==> config.mk <==
export PLATFORM = sky130hd
export DESIGN_NAME = rtc_index_bridge
export DESIGN_NICKNAME = d
export VERILOG_FILES = /design/src/rtl/rtc_bridge_pkg.sv /design/src/rtl/rtc_bus_decode.sv /design/src/rtl/rtc_pport_front.sv /design/src/rtl/rtc_bridge_core.sv /design/src/rtl/rtc_index_bridge.sv
export SDC_FILE = /design/constraint.sdc
export NUM_CORES = 1
export LEC_CHECK = 0
export BUFFER_PORTS_ARGS = -buffer_cell sky130_fd_sc_hd__buf_2
export CAP_MARGIN = 5
export CORE_MARGIN = 1
export CORE_UTILIZATION = 43
export CTS_CLUSTER_DIAMETER = 40
export DETAILED_ROUTE_END_ITERATION = 10
export GPL_TIMING_DRIVEN = 0
export PLACE_DENSITY = 0.79
export SETUP_SLACK_MARGIN = 0.2
export SLEW_MARGIN = 20
export SYNTH_ARGS = -nofsm -noshare
export SYNTH_HDL_FRONTEND = slang
export SYNTH_SLANG_ARGS = --single-unit
==> constraint.sdc <==
create_clock -name clk -period 2.1 [get_ports clk]
set_clock_uncertainty 0.05 [all_clocks]
set_input_delay 0.105 -clock clk [delete_from_list [all_inputs] [get_ports clk]]
set_output_delay 0.105 -clock clk [all_outputs]
set_load 0.02 [all_outputs]
==> src/rtl/rtc_bridge_pkg.sv <==
// Package: shared widths and the access request type passed from each
// front end to the bridge core.
package rtc_bridge_pkg;

    localparam int RTC_DATA_W = 8;
    localparam int RTC_IDX_W  = 7;

    // One access request, valid for a single cycle at a strobe edge.
    typedef struct packed {
        logic                  valid;
        logic                  is_index;
        logic                  is_write;
        logic [RTC_DATA_W-1:0] data;
    } rtc_acc_t;

endpackage

==> src/rtl/rtc_bus_decode.sv <==
// Module: direct two-address front end.
// Decodes the data window at BASE_ADDR and the index port at BASE_ADDR+1.
// Turns the rising edge of a decoded strobe into a one-cycle request.
// Assumes host_addr and host_wdata stay stable while a strobe is high.
// A write wins when host_wr and host_rd are both high.
module rtc_bus_decode
    import rtc_bridge_pkg::*;
#(
    parameter int              HADDR_W   = 16,
    parameter logic [HADDR_W-1:0] BASE_ADDR = 16'h0122
) (
    input  logic                  clk,
    input  logic                  rst_n,
    input  logic [HADDR_W-1:0]    host_addr,
    input  logic [RTC_DATA_W-1:0] host_wdata,
    input  logic                  host_wr,
    input  logic                  host_rd,
    output rtc_acc_t              req
);

    localparam logic [HADDR_W-1:0] DATA_ADDR = BASE_ADDR;
    localparam logic [HADDR_W-1:0] INDEX_ADDR = BASE_ADDR + HADDR_W'(1);

    logic hit;
    logic hit_q;

    // Decode: a strobe is active at one of the two bridge addresses.
    always_comb begin
        hit = (host_wr || host_rd) &&
              ((host_addr == DATA_ADDR) || (host_addr == INDEX_ADDR));
    end

    // Remember last cycle's decoded strobe for edge detection.
    always_ff @(posedge clk) begin
        if (!rst_n) hit_q <= 1'b0;
        else        hit_q <= hit;
    end

    // Build the request on the rising edge of the decoded strobe.
    always_comb begin
        req.valid    = hit && !hit_q;
        req.is_index = (host_addr == INDEX_ADDR);
        req.is_write = host_wr;
        req.data     = host_wdata;
    end

    AST_DEC_ONESHOT: assert property (@(posedge clk) disable iff (!rst_n)
        req.valid |=> !req.valid);

endmodule

==> src/rtl/rtc_pport_front.sv <==
// Module: parallel-port front end.
// Control bit 0 gives direction (1 = read), bit 1 asks for an index access
// and bit 2 asks for a data access. An index access wins when both are set.
// Everything is gated by pp_enable. Assumes other devices on the port are
// disabled while pp_enable is high.
module rtc_pport_front
    import rtc_bridge_pkg::*;
(
    input  logic                  clk,
    input  logic                  rst_n,
    input  logic                  pp_enable,
    input  logic [2:0]            pp_ctrl,
    input  logic [RTC_DATA_W-1:0] pp_data_in,
    output rtc_acc_t              req,
    output logic                  pp_data_oe
);

    logic act;
    logic act_q;

    // An enabled index or data strobe is active.
    always_comb begin
        act = pp_enable && (pp_ctrl[1] || pp_ctrl[2]);
    end

    // Remember last cycle's active strobe for edge detection.
    always_ff @(posedge clk) begin
        if (!rst_n) act_q <= 1'b0;
        else        act_q <= act;
    end

    // Build the request on the rising edge; the index bit has priority.
    always_comb begin
        req.valid    = act && !act_q;
        req.is_index = pp_ctrl[1];
        req.is_write = !pp_ctrl[0];
        req.data     = pp_data_in;
    end

    // Drive the port back toward the host during an enabled read strobe.
    always_comb begin
        pp_data_oe = act && pp_ctrl[0];
    end

    AST_PP_ONESHOT: assert property (@(posedge clk) disable iff (!rst_n)
        req.valid |=> !req.valid);

endmodule

==> src/rtl/rtc_bridge_core.sv <==
// Module: bridge core.
// Chooses between the two front ends (direct first), keeps the 7-bit index,
// issues one-cycle write/read pulses and latches the read result.
// Assumes reg_rdata is valid in the cycle reg_re is high.
module rtc_bridge_core
    import rtc_bridge_pkg::*;
(
    input  logic                  clk,
    input  logic                  rst_n,
    input  rtc_acc_t              dir_req,
    input  rtc_acc_t              pp_req,
    input  logic [RTC_DATA_W-1:0] reg_rdata,
    output logic [RTC_IDX_W-1:0]  reg_addr,
    output logic [RTC_DATA_W-1:0] reg_wdata,
    output logic                  reg_we,
    output logic                  reg_re,
    output logic [RTC_DATA_W-1:0] rd_value
);

    rtc_acc_t              sel;
    logic [RTC_IDX_W-1:0]  idx_q;
    logic                  zpend_q;
    logic [RTC_DATA_W-1:0] rdata_q;

    // Fixed priority: a direct access beats a parallel one in the same cycle.
    always_comb begin
        sel = dir_req.valid ? dir_req : pp_req;
    end

    // Index latch: accept only values whose top bit is clear.
    always_ff @(posedge clk) begin
        if (!rst_n)
            idx_q <= '0;
        else if (sel.valid && sel.is_index && sel.is_write &&
                 !sel.data[RTC_DATA_W-1])
            idx_q <= sel.data[RTC_IDX_W-1:0];
    end

    // Register-side strobes, one cycle per accepted access.
    always_ff @(posedge clk) begin
        if (!rst_n) begin
            reg_we    <= 1'b0;
            reg_re    <= 1'b0;
            zpend_q   <= 1'b0;
            reg_wdata <= '0;
        end else begin
            reg_we  <= sel.valid && !sel.is_index &&  sel.is_write;
            reg_re  <= sel.valid && !sel.is_index && !sel.is_write;
            zpend_q <= sel.valid &&  sel.is_index && !sel.is_write;
            if (sel.valid && !sel.is_index && sel.is_write)
                reg_wdata <= sel.data;
        end
    end

    // Read result latch: register byte on a data read, zero on an index read.
    always_ff @(posedge clk) begin
        if (!rst_n)       rdata_q <= '0;
        else if (reg_re)  rdata_q <= reg_rdata;
        else if (zpend_q) rdata_q <= '0;
    end

    assign reg_addr = idx_q;
    assign rd_value = rdata_q;

    AST_WE_RE_EXCL: assert property (@(posedge clk) disable iff (!rst_n)
        !(reg_we && reg_re));
    AST_IDX_BIT7: assert property (@(posedge clk) disable iff (!rst_n)
        (sel.valid && sel.is_index && sel.is_write && sel.data[RTC_DATA_W-1])
        |=> $stable(idx_q));
    AST_RD_ZERO: assert property (@(posedge clk) disable iff (!rst_n)
        zpend_q |=> (rdata_q == '0));
    AST_RE_FROM_READ: assert property (@(posedge clk) disable iff (!rst_n)
        (sel.valid && !sel.is_index && !sel.is_write) |=> reg_re);

endmodule

==> src/rtl/rtc_index_bridge.sv <==
// Module: top of the indexed RTC register bridge.
// Connects the direct decode and parallel-port front ends to the core.
// Both front ends reach the same index and the same register strobes.
// Assumes a single clock and a synchronous active-low reset.
module rtc_index_bridge
    import rtc_bridge_pkg::*;
#(
    parameter int                 HADDR_W   = 16,
    parameter logic [HADDR_W-1:0] BASE_ADDR = 16'h0122
) (
    input  logic               clk,
    input  logic               rst_n,
    input  logic [HADDR_W-1:0] host_addr,
    input  logic [7:0]         host_wdata,
    input  logic               host_wr,
    input  logic               host_rd,
    output logic [7:0]         host_rdata,
    input  logic               pp_enable,
    input  logic [2:0]         pp_ctrl,
    input  logic [7:0]         pp_data_in,
    output logic [7:0]         pp_data_out,
    output logic               pp_data_oe,
    output logic [6:0]         reg_addr,
    output logic [7:0]         reg_wdata,
    output logic               reg_we,
    output logic               reg_re,
    input  logic [7:0]         reg_rdata
);

    rtc_acc_t              dir_req;
    rtc_acc_t              pp_req;
    logic [RTC_DATA_W-1:0] rd_value;

    rtc_bus_decode #(
        .HADDR_W   (HADDR_W),
        .BASE_ADDR (BASE_ADDR)
    ) u_dec (
        .clk        (clk),
        .rst_n      (rst_n),
        .host_addr  (host_addr),
        .host_wdata (host_wdata),
        .host_wr    (host_wr),
        .host_rd    (host_rd),
        .req        (dir_req)
    );

    rtc_pport_front u_pp (
        .clk        (clk),
        .rst_n      (rst_n),
        .pp_enable  (pp_enable),
        .pp_ctrl    (pp_ctrl),
        .pp_data_in (pp_data_in),
        .req        (pp_req),
        .pp_data_oe (pp_data_oe)
    );

    rtc_bridge_core u_core (
        .clk       (clk),
        .rst_n     (rst_n),
        .dir_req   (dir_req),
        .pp_req    (pp_req),
        .reg_rdata (reg_rdata),
        .reg_addr  (reg_addr),
        .reg_wdata (reg_wdata),
        .reg_we    (reg_we),
        .reg_re    (reg_re),
        .rd_value  (rd_value)
    );

    assign host_rdata  = rd_value;
    assign pp_data_out = rd_value;

endmodule

==> reports/summary.md <==
Counting cells, the worst reg-to-reg path comes to 5. The synthesized design contains 28 register bits. The worst hold path belongs to the class in2reg. The clock period minus final worst setup slack is 1.75 ns. The launching element of the worst setup path was host_addr[3]. The tool flagged a number of max-cap violations equal to 0. The share of synthesized cell area in full adder, half adder and majority cells is 0, and the iteration count of the initial detailed-routing pass is 4.

Counting every instance in the synthesized netlist gives 142. The HPWL reported at the end of detailed placement is 2.60 mm. The logs give 0 for the total global routing overflow and 0.504 for the relative slew slack. In the routed design, unresolved DRC markers number 0. Category of the worst setup path launch point: an input pin. For the H-tree depth, the log shows 1.

Buffers inserted during clock tree synthesis total 3. The first global-routing pass estimated 5.69 mm of wire. For the worst-skew pair, the clock arrives at the later sink with an insertion delay of 0.32 ns.

For the maximum number of pins on one net before global-route repair, the log shows 16. The cell that appears most often on the critical path is buf_2. The number of nets still failing antenna checks after routing came out at 0. The number of nets in the synthesized netlist is 190.

The register area share after synthesis came out at 0.406. Setup repair after global routing left no endpoint under its margin. The worst register-to-register path begins at u_dec.hit_q$_SDFF_PN0_. The floorplan step defined a die boundary enclosing 3440 um2. Summed over all cells, the static leakage comes to 0.968 nW. The footprint of the multi-input gates is 731 um2, and the number of buffers inserted by port buffering is 80. The switching fraction of total power is 0.253, and the die span in y is 58.7 um. The setup slack of the worst register-to-register path is 0.37 ns, and the clock net sink count is 28. dfxtp_1 takes more of the synthesized area than any other cell. The run gives 1427 as the count of vias placed by the detailed router.

In the routed layout, each cell is associated on average with a via count of 5.11. The detail-routed net length per standard cell works out to 12.1 um. For this run, the post-layout net count is 284. The combinational share of power is 0.178. The cell family contributing the most delay on the critical path is simple AND/OR/NAND/NOR gates.

The worst-case IR drop observed on VDD is 314 uV. Maximum cell stage delay along the critical path: 0.50 ns. The top achievable clock speed is 0.570 GHz, and the fraction of the mapped netlist area in simple logic gates is 0.201. The final clock period utilization by the worst path came out at 0.835.

Summing every instance area after synthesis gives 1380 um2. Among all stages on the critical path, the largest delay is contributed by or4_1. The clock-pin slew on the worst setup and hold paths is 0.14 ns, and the multiplexer fraction of the synthesized cell area is 0.0507. The tools report the worst setup path endpoint as u_core.reg_wdata[4]$_SDFFE_PN0P_. Setup slack on the critical path of the routed design comes to 0.347 ns. For the pre-CTS setup slack, the log shows -0.0200 ns.

For the sequential power share, the log shows 0.559. The synthesized area per cell was 9.73 um2. The slew at the pin closest to its max-slew limit came out at 0.739 ns. TritonCTS built the clock tree.

The area of the core region came out at 3050 um2. In this run the number of cells on the critical path is 7. The run gives 3.38 mm as the sum of routed wire length over all layers. The tools report the number of placement rows as 20. The layout cell share with drive strength beyond 1 is 0.485. The analysis attributes to net switching a power of 0.251 mW. STA puts the critical path data arrival time at 1.94 ns.

The sequential cells in the finished layout cover a total of 561 um2. Cell internal power was estimated by the tool at 0.741 mW. XOR/XNOR share of the synthesized area: 0. The run gives 0.452 as the starting density of the core. Along the worst path, the maximum fanout reaches 8. The compound-cell area share of the yosys netlist is 0.257, and the count of pins on the block boundary is 82.

The run gives 1348 as the number of global-route vias before repair. The tools report the antenna cell count as 0. The final weighted congestion in routability-driven placement is 0.745, and the required time at the worst-slack endpoint is 2.29 ns. The layout has 286 filler cells.

The kind of critical path was in2reg. After synthesis, the cell types taking the most area are dfxtp_1 41%, a211oi_1 7.6%, o221a_2 6.5%, mux2i_1 5.1%, nor3b_1 4.9%. The count of buffering cells on the critical path with inverters included came out at 2. The total setup violations reported at the end of the flow was 0; the max-slew violation total from the final report was 0. The number of endpoints with negative hold slack in the final report came out at 0. The design draws 0.992 mW. For the share of power burned in the clock network, the log shows 0.263. For the initial antenna violation count, the log shows 0. Traced cell by cell, the critical path runs through buf_2, nor3b_1, nand2_1, or4_1, buf_2, o221a_2, o21a_1. The global-route total usage across every layer was 0.212. The flow ran to the end, and the final reports show no timing, DRC or antenna violations.

Counting distinct cell types in the post-synthesis netlist gives 33. Maximum buffer depth of the clock tree: 2. The ratio of total power to cell area is 499 nW/um2. The area fraction of the dominant cell type after synthesis works out to 0.406.

Dominant combinational cell family by area after synthesis: compound AO/OA/AOI/OAI gates. For this run, the number of Yosys warnings is 0. The tree is rooted in a clkbuf_4. The floorplan die width was 58.7 um.

The endpoint of the worst-slack reg-to-reg timing path is u_core.reg_addr[3]$_SDFFE_PN0P_. Relative to the synthesized area, the layout overhead comes to 43.9%. The iteration-0 DRC count of the detailed router is 70.

The worst setup path is captured at a flip-flop.
[metrics by stage]
stage	std cells	hold slack [ns]	instance area [um2]	setup TNS, ns	util
2_1_floorplan	142	0.200	1380	0	-
3_3_place_gp	266	0.293	1840	-0.0162	0.602
3_5_place_dp	266	0.300	1840	-0.0216	0.604
4_1_cts	278	0.0647	1960	0	0.643
5_1_grt	279	0.0639	1990	0	0.651
6_report	279	0.0710	1990	0	0.651
[layout make-up]
| cell class | count | area share |
|---|---|---|
| inverters | 2 | 0.00378 |
| flip-flops and latches | 28 | 0.282 |
| well taps | 44 | 0.0277 |
| multi-input cells | 96 | 0.368 |
| repair buffers | 89 | 0.245 |
| plain buffers | 16 | 0.0554 |
| clock buffers | 4 | 0.0183 |
[layout by cell type (no fill, tap or decap), types with 4 or more instances in the layout]
master,synthesis,final
dfxtp_1,28,28
mux2i_1,7,7
o221a_2,8,8
dlygate4sd3_1,0,8
nor3b_1,9,9
a211oi_1,14,14
nand2_1,4,4
nor2_1,10,10
clkbuf_1,4,4
o21a_1,8,8
buf_4,8,9
nor3_1,5,4
buf_2,1,81
a21oi_1,9,9
[Yosys cell counts (all sizes together)]
master / instances
nand2: 4
nor3b: 10
nor4: 4
or4bb: 1
a211oi: 14
inv: 1
o221a: 8
buf: 10
o211ai: 1
or4: 3
o21a: 8
nor3: 5
nor4b: 3
o21ai: 4
nand2b: 1
a21oi: 10
clkbuf: 6
nand3b: 1
dfxtp: 28
clkinv: 1
and2: 1
a21o: 1
mux2i: 7
nor2: 10
[power groups by stage]
stage	combinational [mW]	clock, mW	sequential [mW]
2_1_floorplan	0.0657	0	0.583
3_3_place_gp	0.160	0	0.566
3_5_place_dp	0.163	0	0.566
4_1_cts	0.175	0.269	0.555
5_1_grt	0.193	0.293	0.557
6_report	0.176	0.261	0.555
[worst reg2reg max path: stages, from the launching register on]
cell and delay, ns:
dfxtp_1 0.36, or4_1 0.54, buf_6 0.17, clkbuf_8 0.17
a211oi_1 0.26, a211oi_1 0.08
[per-layer routing]
layer,track usage,wire length [um]
met1,0.264,1490
met2,0.376,1640
met3,0.0374,229
met4,0.0578,15
met5,0,0
[sequential cells by signal, summed over array words and instances (netlist names)]
name	flops
u_core.rd_value	8
u_core.reg_addr	7
u_core.reg_re	1
u_core.reg_wdata	8
u_core.reg_we	1
u_core.zpend_q	1
u_dec.hit_q	1
u_pp.act_q	1
[logic make-up (layout without fill, tap and decap cells)]
logic type / count (synthesis) / count (layout)
compound gates: 46 / 46
simple gates: 43 / 43
buf+inv: 18 / 111
mux: 7 / 7
flops: 28 / 28
[how the worst min path moves through the flow]
stage	cells past startpoint	slack, ns	from	end
after global placement	3	0.29	reg_rdata[7]	u_core.rd_value[7]$_SDFFE_PN0P_
after detailed placement	3	0.30	reg_rdata[3]	u_core.rd_value[3]$_SDFFE_PN0P_
after floorplan	2	0.20	reg_rdata[0]	u_core.rd_value[0]$_SDFFE_PN0P_
after global routing	3	0.06	pp_ctrl[1]	u_core.reg_re$_SDFF_PN0_
final	3	0.07	pp_ctrl[1]	u_core.zpend_q$_SDFF_PN0_
after CTS	3	0.06	pp_ctrl[1]	u_core.zpend_q$_SDFF_PN0_
[repair_timing]
item / 4_1_cts / 5_1_grt
setup endpoints to repair: 7 / 14
pin swaps: 0 / 1
hold buffers: 8 / 0
resized for setup: 1 / 3
endpoints found under the hold margin: 8 / 0
setup buffers: 0 / 1
(Power assumes the default switching activity.)
